$ cat src/rtl/alarm_irq_pkg.sv
package alarm_irq_pkg;
    localparam int STAT_W    = 8;
    localparam int HALT_BIT  = 7;
    localparam int ALARM_BIT = 0;

    typedef enum logic [1:0] {
        ST_IDLE  = 2'd0,
        ST_LEVEL = 2'd1,
        ST_PULSE = 2'd2
    } irq_state_e;
endpackage

$ cat src/rtl/alarm_status_reg.sv
module alarm_status_reg
    import alarm_irq_pkg::*;
(
    input  logic              clk,
    input  logic              rst_n,
    input  logic              osc_halt,
    input  logic              zero_evt,
    input  logic              wr_en,
    input  logic              wr_halt_bit,
    input  logic              wr_alarm_bit,
    input  logic              pulse_done,
    output logic              alarm_next,
    output logic [STAT_W-1:0] status
);
    logic halt_q, halt_d;
    logic alarm_q;

    always_comb begin
        halt_d = halt_q;
        if (osc_halt)
            halt_d = 1'b1;
        else if (wr_en && !wr_halt_bit)
            halt_d = 1'b0;
    end

    // The set event has priority over both clear sources.
    always_comb begin
        alarm_next = alarm_q;
        if (zero_evt)
            alarm_next = 1'b1;
        else if (pulse_done)
            alarm_next = 1'b0;
        else if (wr_en && !wr_alarm_bit)
            alarm_next = 1'b0;
    end

    always_ff @(posedge clk or negedge rst_n) begin
        if (!rst_n) begin
            halt_q  <= 1'b1;
            alarm_q <= 1'b0;
        end else begin
            halt_q  <= halt_d;
            alarm_q <= alarm_next;
        end
    end

    always_comb begin
        status            = '0;
        status[HALT_BIT]  = halt_q;
        status[ALARM_BIT] = alarm_q;
    end
endmodule

$ cat src/rtl/alarm_irq_fsm.sv
module alarm_irq_fsm
    import alarm_irq_pkg::*;
#(
    parameter int PULSE_CYCLES = 16
) (
    input  logic       clk,
    input  logic       rst_n,
    input  logic       zero_evt,
    input  logic       irq_en,
    input  logic       pulse_mode,
    input  logic       alarm_next,
    output logic       pulse_done,
    output logic       cnt_zero,
    output irq_state_e state,
    output logic       irq_n
);
    localparam int CW = (PULSE_CYCLES < 2) ? 1 : $clog2(PULSE_CYCLES);
    localparam logic [CW-1:0] LOAD = CW'(PULSE_CYCLES - 1);

    irq_state_e    state_q, state_d;
    logic [CW-1:0] cnt_q, cnt_d;
    logic          pulse_start, level_req;

    always_comb begin
        pulse_start = irq_en && pulse_mode && zero_evt;
        level_req   = irq_en && !pulse_mode && alarm_next;
        cnt_zero    = (cnt_q == '0);
        pulse_done  = (state_q == ST_PULSE) && cnt_zero && !pulse_start;
    end

    always_comb begin
        state_d = state_q;
        cnt_d   = cnt_q;
        if (pulse_start) begin
            state_d = ST_PULSE;
            cnt_d   = LOAD;
        end else begin
            unique case (state_q)
                ST_IDLE, ST_LEVEL: state_d = level_req ? ST_LEVEL : ST_IDLE;
                ST_PULSE: begin
                    if (cnt_zero)
                        state_d = level_req ? ST_LEVEL : ST_IDLE;
                    else
                        cnt_d = cnt_q - 1'b1;
                end
                default: state_d = ST_IDLE;
            endcase
        end
    end

    always_ff @(posedge clk or negedge rst_n) begin
        if (!rst_n) begin
            state_q <= ST_IDLE;
            cnt_q   <= '0;
        end else begin
            state_q <= state_d;
            cnt_q   <= cnt_d;
        end
    end

    always_comb begin
        unique case (state_q)
            ST_LEVEL, ST_PULSE: irq_n = 1'b0;
            default:            irq_n = 1'b1;
        endcase
    end

    assign state = state_q;
endmodule

$ cat src/rtl/alarm_irq_ctrl.sv
module alarm_irq_ctrl
    import alarm_irq_pkg::*;
#(
    parameter int PULSE_CYCLES = 16
) (
    input  logic        clk,
    input  logic        por_n,
    input  logic        osc_halt,
    input  logic        zero_evt,
    input  logic        irq_en,
    input  logic        pulse_mode,
    input  logic        wr_en,
    input  logic [7:0]  wr_data,
    output logic [7:0]  rd_data,
    output logic        irq_n
);
    logic       alarm_next;
    logic       pulse_done;
    logic       fsm_cnt_zero;
    irq_state_e fsm_state;
    logic       unused_wr_bits;

    assign unused_wr_bits = ^wr_data[6:1];

    alarm_status_reg u_status (
        .clk          (clk),
        .rst_n        (por_n),
        .osc_halt     (osc_halt),
        .zero_evt     (zero_evt),
        .wr_en        (wr_en),
        .wr_halt_bit  (wr_data[HALT_BIT]),
        .wr_alarm_bit (wr_data[ALARM_BIT]),
        .pulse_done   (pulse_done),
        .alarm_next   (alarm_next),
        .status       (rd_data)
    );

    alarm_irq_fsm #(.PULSE_CYCLES(PULSE_CYCLES)) u_fsm (
        .clk        (clk),
        .rst_n      (por_n),
        .zero_evt   (zero_evt),
        .irq_en     (irq_en),
        .pulse_mode (pulse_mode),
        .alarm_next (alarm_next),
        .pulse_done (pulse_done),
        .cnt_zero   (fsm_cnt_zero),
        .state      (fsm_state),
        .irq_n      (irq_n)
    );
endmodule

$ cat config.mk
export PLATFORM = sky130hd
export DESIGN_NAME = alarm_irq_ctrl
export DESIGN_NICKNAME = d
export VERILOG_FILES = /design/src/rtl/alarm_irq_pkg.sv /design/src/rtl/alarm_status_reg.sv /design/src/rtl/alarm_irq_fsm.sv /design/src/rtl/alarm_irq_ctrl.sv
export SDC_FILE = /design/constraint.sdc
export NUM_CORES = 1
export LEC_CHECK = 0
export BUFFER_PORTS_ARGS = -buffer_cell sky130_fd_sc_hd__buf_2
export CORE_MARGIN = 2
export CORE_UTILIZATION = 30
export CTS_CLUSTER_SIZE = 24
export DETAILED_ROUTE_END_ITERATION = 6
export PLACE_DENSITY = 0.54
export SYNTH_ARGS = -nofsm -noshare
export SYNTH_HDL_FRONTEND = slang
export SYNTH_SLANG_ARGS = --single-unit
$ cat constraint.sdc
create_clock -name clk -period 4 [get_ports clk]
set_input_delay 0.2 -clock clk [delete_from_list [all_inputs] [get_ports clk]]
set_output_delay 0.2 -clock clk [all_outputs]
set_load 0.02 [all_outputs]
==> results.toml, run 1 <==
[cells_and_area]
nNetsFinal = 86
utilization_pct = 37.18
drive_gt1_share_pct = 27.27
seq_area_um2 = 201.4
syn_to_final_growth_pct = 13.93
num_antenna_cells = 0
n_fill_cell = 162
multi_input_area_um2 = 249.0

[synthesis]
synth.distinct_cells = 21
synthCells = 53
synth_area_leader_cell = "dfrtp_1"
avgSynthCellArea_um2 = 9.490
ys_ff_latch = 8
synthTopCellsByArea = "dfrtp_1 35%, buf_4 12%, ha_1 10%"
synth_area_um2 = 503.0
synth_top_cell_area_share_pct = 34.83
synth_seq_area_share_pct = 40.05
yosysWarnings = 0

[die]
ioPinCount = 24
dieArea_mm2 = 0.002020
dieWidth_um = 44.95
start_util_pct = 32.63
die_y_um = 44.95
fp-row-count = 14
core_area_mm2 = 0.001541

[clock_network]
path_clk_slew_ps = 60
cts_tree = "done"
cts_resized = 0
cts_buffer_depth = 2
htreeDepth = 1
cts_root_buf = "clkbuf_4"
clkSinkCount = 8
cts_buffers = 3
clkLatencyLatePin_ps = 260
postCtsSetupRepairBufs = 0

[grt]
overflow = 0
grt_pass1_wl_um = 1324
antenna_found_initial = 0
grt_pass1_vias = 333
grt_usage_pct = 9.627
grt_max_degree = 9

[critical_path]
reg2reg_from = "u_fsm.cnt_q[0]"
endpoint_kind = "flip-flop"
worst_setup_path_start_kind = "flip-flop"
r2r_end = "u_fsm.state[0]"
required_ps = 4150
worst_r2r_path_depth = 6
r2r_slack_ps = 2460
cp.arrival_ps = 1690
cp_slowest_cell = "or3b_4"
slowest_delay_ps = 420
path_class = "reg2reg"
crit_fanout = 5
worstPathCellList = "inv_1, ha_1, or3b_4, nand2_4, o22ai_1, a21o_1"

[pwr]
peakVddDrop_uv = 248.0
p_leak_nw = 0.2789
finalPower_mw = 0.2381
power_density_mw_per_mm2 = 415.5

[hold_path]
hp-class = "in2reg"
hold_end = "u_status.halt_q"
min_path_cells = 2
hold_path.startpoint = "osc_halt"

[drt]
drt-vias-per-instance = 4.622
drtPass1Iterations = 2
antenna_left = 0
totalWireLength_um = 846
vias = 379
drt_iter0_drc = 2
drc = 0
wl_per_cell_um = 10.32

[timing]
rsz0062_at_grt = "false"
setup_viol = 0
hold_viol = 0
final_max_slew_viol_count = 0
fin_crit_sh_pct = 38.53
period_minus_slack_ps = 1541
fmax_ghz = 0.6488
fin_worst_skew_ps = 3.141
setup_tns_ps = 0

[status]
outcome = "finished clean"

[placed_design]
dp_hpwl_um = 628
portBuffers = 11
gp_congestion = 0.7227

[flow_run]
cap_violations = 0
[where the power goes]
part           switching (mW)  internal [mW]  leakage (nW)
combinational          0.0349         0.0255         0.177
sequential             0.0120         0.0968        0.0871
clock                  0.0305         0.0384        0.0150
[cells in the mapped netlist]
master	number
nand2b_1	2
nand2_4	1
o211ai_1	1
dfstp_2	1
nor3b_1	1
xor2_1	2
buf_4	8
a21o_1	2
nor3_1	1
or3b_4	1
nand2_1	6
inv_1	3
nor2_1	2
xnor2_1	1
o22ai_1	1
ha_1	4
dfrtp_1	7
a31o_2	1
nand3_1	6
a21oi_1	1
conb_1	1
[logic make-up (layout without fill, tap and decap cells)]
logic type                 Yosys count  after routing  share of synthesized area, %
DFF                                  8              8                         40.05
and+or+nand+nor                     20             20                         21.39
xor gates and xnor gates             3              3                         5.225
buffers and inverters               11             19                         14.18
AOI/OAI and AO/OA                    6              6                         8.458
other                                1              6                        0.7456
adders and majority gates            4              4                         9.951
[metrics by stage]
stage | cells | setup slack (ps) | hold WS, ps | cell area, µm²
finish | 82 | 2459 | 121.6 | 573.1
floorplan | 58 | 2554 | -95.59 | 521.8
global placement | 77 | 2467 | 57.50 | 536.8
detailed placement | 77 | 2465 | 52.72 | 536.8
global route | 82 | 2336 | 138.7 | 573.1
CTS | 82 | 2455 | 117.1 | 573.1
[timing repair]
action	in CTS	in global routing
hold buffers	1	0
setup endpoints to repair	0	0
endpoints found under the hold margin	7	0
[final cells by class]
type / instances / share of cell area (%)
clock buffers: 4 / 4.585
inverters: 3 / 1.965
multi-input cells: 39 / 43.45
flip-flops and latches: 8 / 35.15
well taps: 16 / 3.493
repair buffers: 12 / 11.35
[how the worst max path moves through the flow]
stage | from | endpoint | slack [ps]
2_1_floorplan | u_fsm.cnt_q[0] | u_fsm.state[0] | 2550
3_3_place_gp | u_fsm.cnt_q[0] | u_fsm.state[0] | 2470
3_5_place_dp | u_fsm.cnt_q[0] | u_fsm.cnt_q[3] | 2470
4_1_cts | u_fsm.cnt_q[0] | u_fsm.state[0] | 2450
5_1_grt | u_fsm.cnt_q[0] | u_fsm.cnt_q[2] | 2340
6_report | u_fsm.cnt_q[0] | u_fsm.state[0] | 2460
[flip-flops by register name, indices dropped and copies added (netlist names)]
signal / flops
u_fsm.cnt_q: 4
u_status.alarm_q: 1
u_fsm.state: 2
u_status.halt_q: 1
[critical path: cells and delay by family (launching register included)]
| family | cells | cell delay [ps] |
|---|---|---|
| simple gates | 2 | 530 |
| buf+inv | 1 | 110 |
| flops | 1 | 370 |
| compound gates | 2 | 230 |
| fa+ha+maj | 1 | 180 |
[layer usage]
| metal | part of all wire [%] | wire length [µm] | GRT usage, % | up-vias |
|---|---|---|---|---|
| met2 | 44 | 371 | 15.14 | 14 |
| met3 | 10 | 85 | 6.000 | 2 |
| li1 | - | - | - | 186 |
| met1 | 45 | 378 | 10.50 | 177 |
| met4 | 1.3 | 11 | 3.529 | 0 |
| met5 | 0 | 0 | 0 | - |
[cell usage in the layout, fill, tap and decap left out]
master,netlist,layout
buf_2,0,11
dfrtp_1,7,7
nand3_1,6,6
nand2_1,6,6
conb_1,1,6
ha_1,4,4
inv_1,3,3
clkbuf_4,0,3
nand2b_1,2,2
nor2_1,2,2
xor2_1,2,2
a21o_1,2,2
a31o_2,1,1
or3b_4,1,1
nor3_1,1,1
nand2_4,1,1
o211ai_1,1,1
a21oi_1,1,1
nor3b_1,1,1
o22ai_1,1,1
xnor2_1,1,1
clkbuf_1,0,1
dlygate4sd3_1,0,1
dfstp_2,1,1
No activity file was read; power rests on OpenSTA's default activity.
==> run 2: changes to the inputs <==
ABC_AREA = 1   (was default)
PLACE_DENSITY = 0.53   (was 0.54)
clock period = 1.6 ns   (was 4 ns; I/O delays follow)
==> results.toml, run 2 <==
[synthesis]
synth_seq_area_share_pct = 36.10
synth-main-ff-cell = "dfrtp_1"
synth_area_um2 = 558.0
avgSynthCellArea_um2 = 8.087
ys_ff_latch = 8
yosys-top-cells-count = "16 x nand2_1, 11 x inv_1, 8 x buf_4"
synthCells = 69
synth_area_leader_cell = "dfrtp_1"
synthMostInstantiatedCell = "nand2_1"
yosysWarnings = 0
synth_edf_count = 0
synth.distinct_cells = 19
synthTopCellsByArea = "dfrtp_1 31%, buf_4 11%, nand2_1 11%"
synth_top_cell_area_share_pct = 31.39
async_flop_share_pct = 100.0

[timing]
final_max_slew_viol_count = 0
setup_viol = 0
setup_tns_ps = 0
fin_crit_sh_pct = 76.76
fin_worst_skew_ps = 0.6942
rsz0062_at_grt = "false"
period_minus_slack_ps = 1228
hold_viol = 0
fmax_ghz = 0.8142

[hold_path]
hold_end = "u_status.halt_q"
hold_path.startpoint = "osc_halt"
hp-class = "in2reg"
min_path_cells = 3

[drt]
drc = 0
drt_iter0_drc = 4
wl_per_cell_um = 8.262
vias = 420
drtPass1Iterations = 3
drt-vias-per-instance = 3.925
totalWireLength_um = 884
antenna_left = 0

[clock_network]
cts_resized = 0
cts_root_buf = "clkbuf_4"
clkSinkCount = 8
clkLatencyLatePin_ps = 250
postCtsSetupRepairBufs = 0
cts_hold_buf = 1
path_clk_slew_ps = 50
htreeDepth = 1
cts_buffer_depth = 2
cts_tree = "done"
cts_buffers = 3

[critical_path]
r2r_slack_ps = 370
required_ps = 1740
cpMostUsedCell = "nand2_4"
endpoint_kind = "flip-flop"
cp_slowest_cell = "dfrtp_1"
worst_setup_path_start_kind = "flip-flop"
path_class = "reg2reg"
slowest_delay_ps = 370
worst_r2r_path_depth = 7
r2r_end = "u_fsm.cnt_q[0]"
critPathBufInv = 1
worstPathCellList = "inv_1, ha_1, nand2_2, nand2_4, nand2_4, nand2_1, o21ai_2"
reg2reg_from = "u_fsm.cnt_q[0]"
cp.arrival_ps = 1370
crit_fanout = 5
cpLargestDelayFamily = "flip-flops"

[cells_and_area]
syn_to_final_growth_pct = 14.57
largest_register_ffs = 4
num_antenna_cells = 0
n_fill_cell = 202
largest-register = "u_fsm.cnt_q"
utilization_pct = 36.63
final_common_cell = "nand2_1"
drive_gt1_share_pct = 28.05
nNetsFinal = 102
layout_common_cells = "16 x nand2_1, 11 x inv_1, 11 x buf_2"

[die]
dieArea_mm2 = 0.002221
ioPinCount = 24
start_util_pct = 31.97
dieWidth_um = 47.13
core_area_mm2 = 0.001745
die_y_um = 47.13
fp-row-count = 15

[pwr]
peakVddDrop_uv = 679.9
p_int_mw = 0.4669
switchingPower_mw = 0.2899
comb_power_share_pct = 38.5
clock_power_share_pct = 21.6
power_density_mw_per_mm2 = 1184
p_leak_nw = 0.3502
seqPwrFrac_pct = 39.8
switching_share_pct = 38.30

[grt]
grt_usage_pct = 9.685
met2_usage_pct = 15.89
grt_max_degree = 9
use_met3_pct = 5.769
grt_pass1_wl_um = 1407
antenna_found_initial = 0
use_met1_pct = 10.35
grt_pass1_vias = 363
busiest_layer = "met2"
overflow = 0

[status]
outcome = "finished clean"

[placed_design]
gp_congestion = 0.7420
dp_hpwl_um = 730.8
portBuffers = 11

[flow_run]
cap_violations = 0
[run 2: cell types whose count changed after synthesis, moves of 2 or more]
cell | previous run | this run
nand2_1 | 6 | 16
inv_1 | 3 | 11
a21o_1 | 2 | 0
a21oi_1 | 1 | 3
nand2b_1 | 2 | 0
o21ai_2 | 0 | 2
xor2_1 | 2 | 0
[run 2: layout make-up]
cell class	instances	area, µm²	area share (%)
Sequential cell	8	201.4	31.51
Inverter	12	45.04	7.045
Multi-Input combinational cell	46	270.3	42.27
Timing Repair Buffer	12	65.06	10.18
Tap cell	25	31.28	4.892
Clock buffer	4	26.28	4.110
[run 2: worst max-delay path by stage]
stage                              start             end  slack [ps]  cells after the start
final                     u_fsm.cnt_q[0]  u_fsm.cnt_q[0]         370                      7
after global routing      u_fsm.cnt_q[0]  u_fsm.cnt_q[1]         260                      7
after CTS                 u_fsm.cnt_q[0]  u_fsm.cnt_q[1]         370                      7
after detailed placement  u_fsm.cnt_q[0]  u_fsm.cnt_q[0]         380                      7
after global placement    u_fsm.cnt_q[0]  u_fsm.cnt_q[0]         400                      7
after floorplan           u_fsm.cnt_q[0]  u_fsm.cnt_q[0]         490                      7
[run 2: kinds of logic (layout without fill, tap and decap cells)]
| logic type | after synthesis | count (layout) | synth area share [%] |
|---|---|---|---|
| buffers and inverters | 20 | 28 | 18.83 |
| DFF | 8 | 8 | 36.10 |
| other | 1 | 6 | 0.6720 |
| adders and majority gates | 4 | 4 | 8.969 |
| and+or+nand+nor | 29 | 29 | 27.58 |
| AOI/OAI and AO/OA | 7 | 7 | 7.847 |
[run 2: worst reg2reg max path, delay by kind of cell (launching register included)]
family / cells / cell delay [ps]
flip-flops: 1 / 370
AND/OR/NAND/NOR: 4 / 330
adder cells (fa/ha/maj): 1 / 220
buffers and inverters: 1 / 150
AO/OA/AOI/OAI: 1 / 50
[run 2: per-layer routing]
metal / wire length (µm) / part of all wire [%]
met2: 400 / 45
met1: 416 / 47
met5: 0 / 0
met4: 0 / 0
met3: 68 / 7.7
[run 2: power by group through the flow]
stage               registers (mW)  logic [mW]  clock network (mW)
CTS                          0.302       0.295               0.173
detailed placement           0.305       0.291                   0
global route                 0.314       0.336               0.188
finish                       0.301       0.292               0.164
floorplan                    0.296       0.252                   0
global placement             0.304       0.286                   0
[run 2: through the flow]
step	hold slack [ps]	setup slack [ps]	cell area (µm²)	cells	total power [mW]
6_report	13.78	371.8	639.4	107	0.7568
3_3_place_gp	-66.68	403.6	603.1	102	0.5897
4_1_cts	6.029	372.5	639.4	107	0.7702
3_5_place_dp	-65.97	382.1	603.1	102	0.5956
5_1_grt	19.33	264.4	639.4	107	0.8371
2_1_floorplan	-215.6	486.7	576.8	74	0.5475
==> run 3: changes to the inputs <==
ABC_AREA = 0   (was 1)
PLACE_DENSITY = 0.56   (was 0.53)
clock period = 1.1 ns   (was 1.6 ns; I/O delays follow)
==> results.toml, run 3 (same netlist as run 1, synthesis figures left out) <==
[status]
outcome = "finished, violations left"
violations = "negative setup slack"

[hold_path]
hold_path.startpoint = "zero_evt"
hp-class = "in2reg"

[placed_design]
portBuffers = 11
post-place-ws_ps = -358.4
placedCellCount = 85
dp_hpwl_um = 741.3
gp_congestion = 0.7722

[die]
fp-row-count = 14
dieArea_mm2 = 0.002020
core_area_mm2 = 0.001541
ioPinCount = 24
dieWidth_um = 44.95
die_y_um = 44.95
start_util_pct = 32.63

[clock_network]
cts_root_buf = "clkbuf_4"
cts_buffers = 3
htreeDepth = 1
clkLatencyLatePin_ps = 260
cts_buffer_depth = 2
cts_tree = "done"
path_clk_slew_ps = 60
clkSinkCount = 8

[critical_path]
worst_setup_path_start_kind = "flip-flop"
required_ps = 1250
crit_fanout = 4
endpoint_kind = "flip-flop"
reg2reg_from = "u_fsm.cnt_q[1]"
path_class = "reg2reg"
startpoint = "u_fsm.cnt_q[1]"
cp.arrival_ps = 1600

[grt]
antenna_found_initial = 0
grt_usage_pct = 12.27
grt_pass1_wl_um = 1752
grt_pass1_vias = 412
overflow = 0
grt_max_degree = 9

[cells_and_area]
multi_input_area_um2 = 297.8
nNetsFinal = 100
n_fill_cell = 160
drive_gt1_share_pct = 51.25
layout_common_cells = "12 x buf_4, 10 x buf_2, 7 x dfrtp_1"
syn_to_final_growth_pct = 47.02
largest-register = "u_fsm.cnt_q"
final_cells = 96
largest_register_ffs = 4
num_antenna_cells = 0
final_common_cell = "buf_4"
seq_area_um2 = 201.4

[drt]
drtPass1Iterations = 2
totalWireLength_um = 1095
drc = 0
drt_iter0_drc = 5
wl_per_cell_um = 11.41
vias = 435
drt-vias-per-instance = 4.531
antenna_left = 0

[pwr]
peakVddDrop_uv = 715.3
power_density_mw_per_mm2 = 1496
finalPower_mw = 1.106
p_leak_nw = 0.3455

[timing]
final_max_slew_viol_count = 0
fin_ws_ps = -349.2
fin_crit_sh_pct = 131.7
rsz0062_at_grt = "true"
setup_viol = 8
hold_viol = 0
period_minus_slack_ps = 1449
fin_worst_skew_ps = 10.57
fmax_ghz = 0.6900

[flow_run]
cap_violations = 0
## run 3: cell count changes in the layout (fill, tap and decap cells not counted), moves of 3 or more
cell / before / now
buf_4: 0 / 12
inv_1: 11 / 0
nand2_1: 16 / 5
nand3_1: 6 / 3
nand3_2: 0 / 3
## run 3: worst max-delay path: stages, from the launching register on
cell	delay [ps]
dfrtp_1	380
inv_2	80
ha_4	130
or3b_4	410
nand2_4	100
o22ai_2	80
a21o_1	150
## run 3: layout make-up
type,instances,area share (%)
inverters,3,1.523
multi-input cells,39,40.27
repair buffers,26,24.70
flip-flops and latches,8,27.24
clock buffers,4,3.553
well taps,16,2.707
## run 3: per-layer routing
metal	up-vias	track usage [%]	part of all wire [%]
met1	205	15.21	43
li1	217	-	-
met3	0	2.800	6.6
met2	13	21.14	51
met4	0	3.529	0
met5	-	0	0
## run 3: report_power, final
| group | internal [mW] | switching (mW) | total (mW) |
|---|---|---|---|
| combinational | 0.264 | 0.203 | 0.468 |
| sequential | 0.352 | 0.0400 | 0.392 |
| clock | 0.139 | 0.107 | 0.246 |
## run 3: per-stage QoR
step	cell area [µm²]	TNS, ps	hold slack, ps	util [%]
floorplan	524.3	-1535	-240.6	-
global placement	599.3	-1850	-86.50	38.88
detailed placement	599.3	-1954	-86.96	38.88
CTS	713.2	-1845	37.79	46.27
global route	739.5	-2316	36.13	47.97
finish	739.5	-1955	40.27	47.97
## run 3: path summary, 6_finish.rpt
kind                       slack [ps]               end  cells past startpoint
hold reg to reg                   510   u_status.halt_q                      1
setup reg to reg                 -350    u_fsm.state[0]                      6
hold / removal                     40  u_status.alarm_q                      2
setup / recovery                 -350    u_fsm.state[0]                      6
min in group asynchronous         170  u_status.alarm_q                      2
max in group asynchronous         680   u_status.halt_q                      2
## run 3: what timing repair did
item,in CTS,in global routing
buffers inserted,3,3
endpoints found under the setup margin,8,8
endpoints found under the hold margin,9,0
pin swaps,8,5
hold buffers,2,0
gates cloned,0,0
resized for setup,10,3
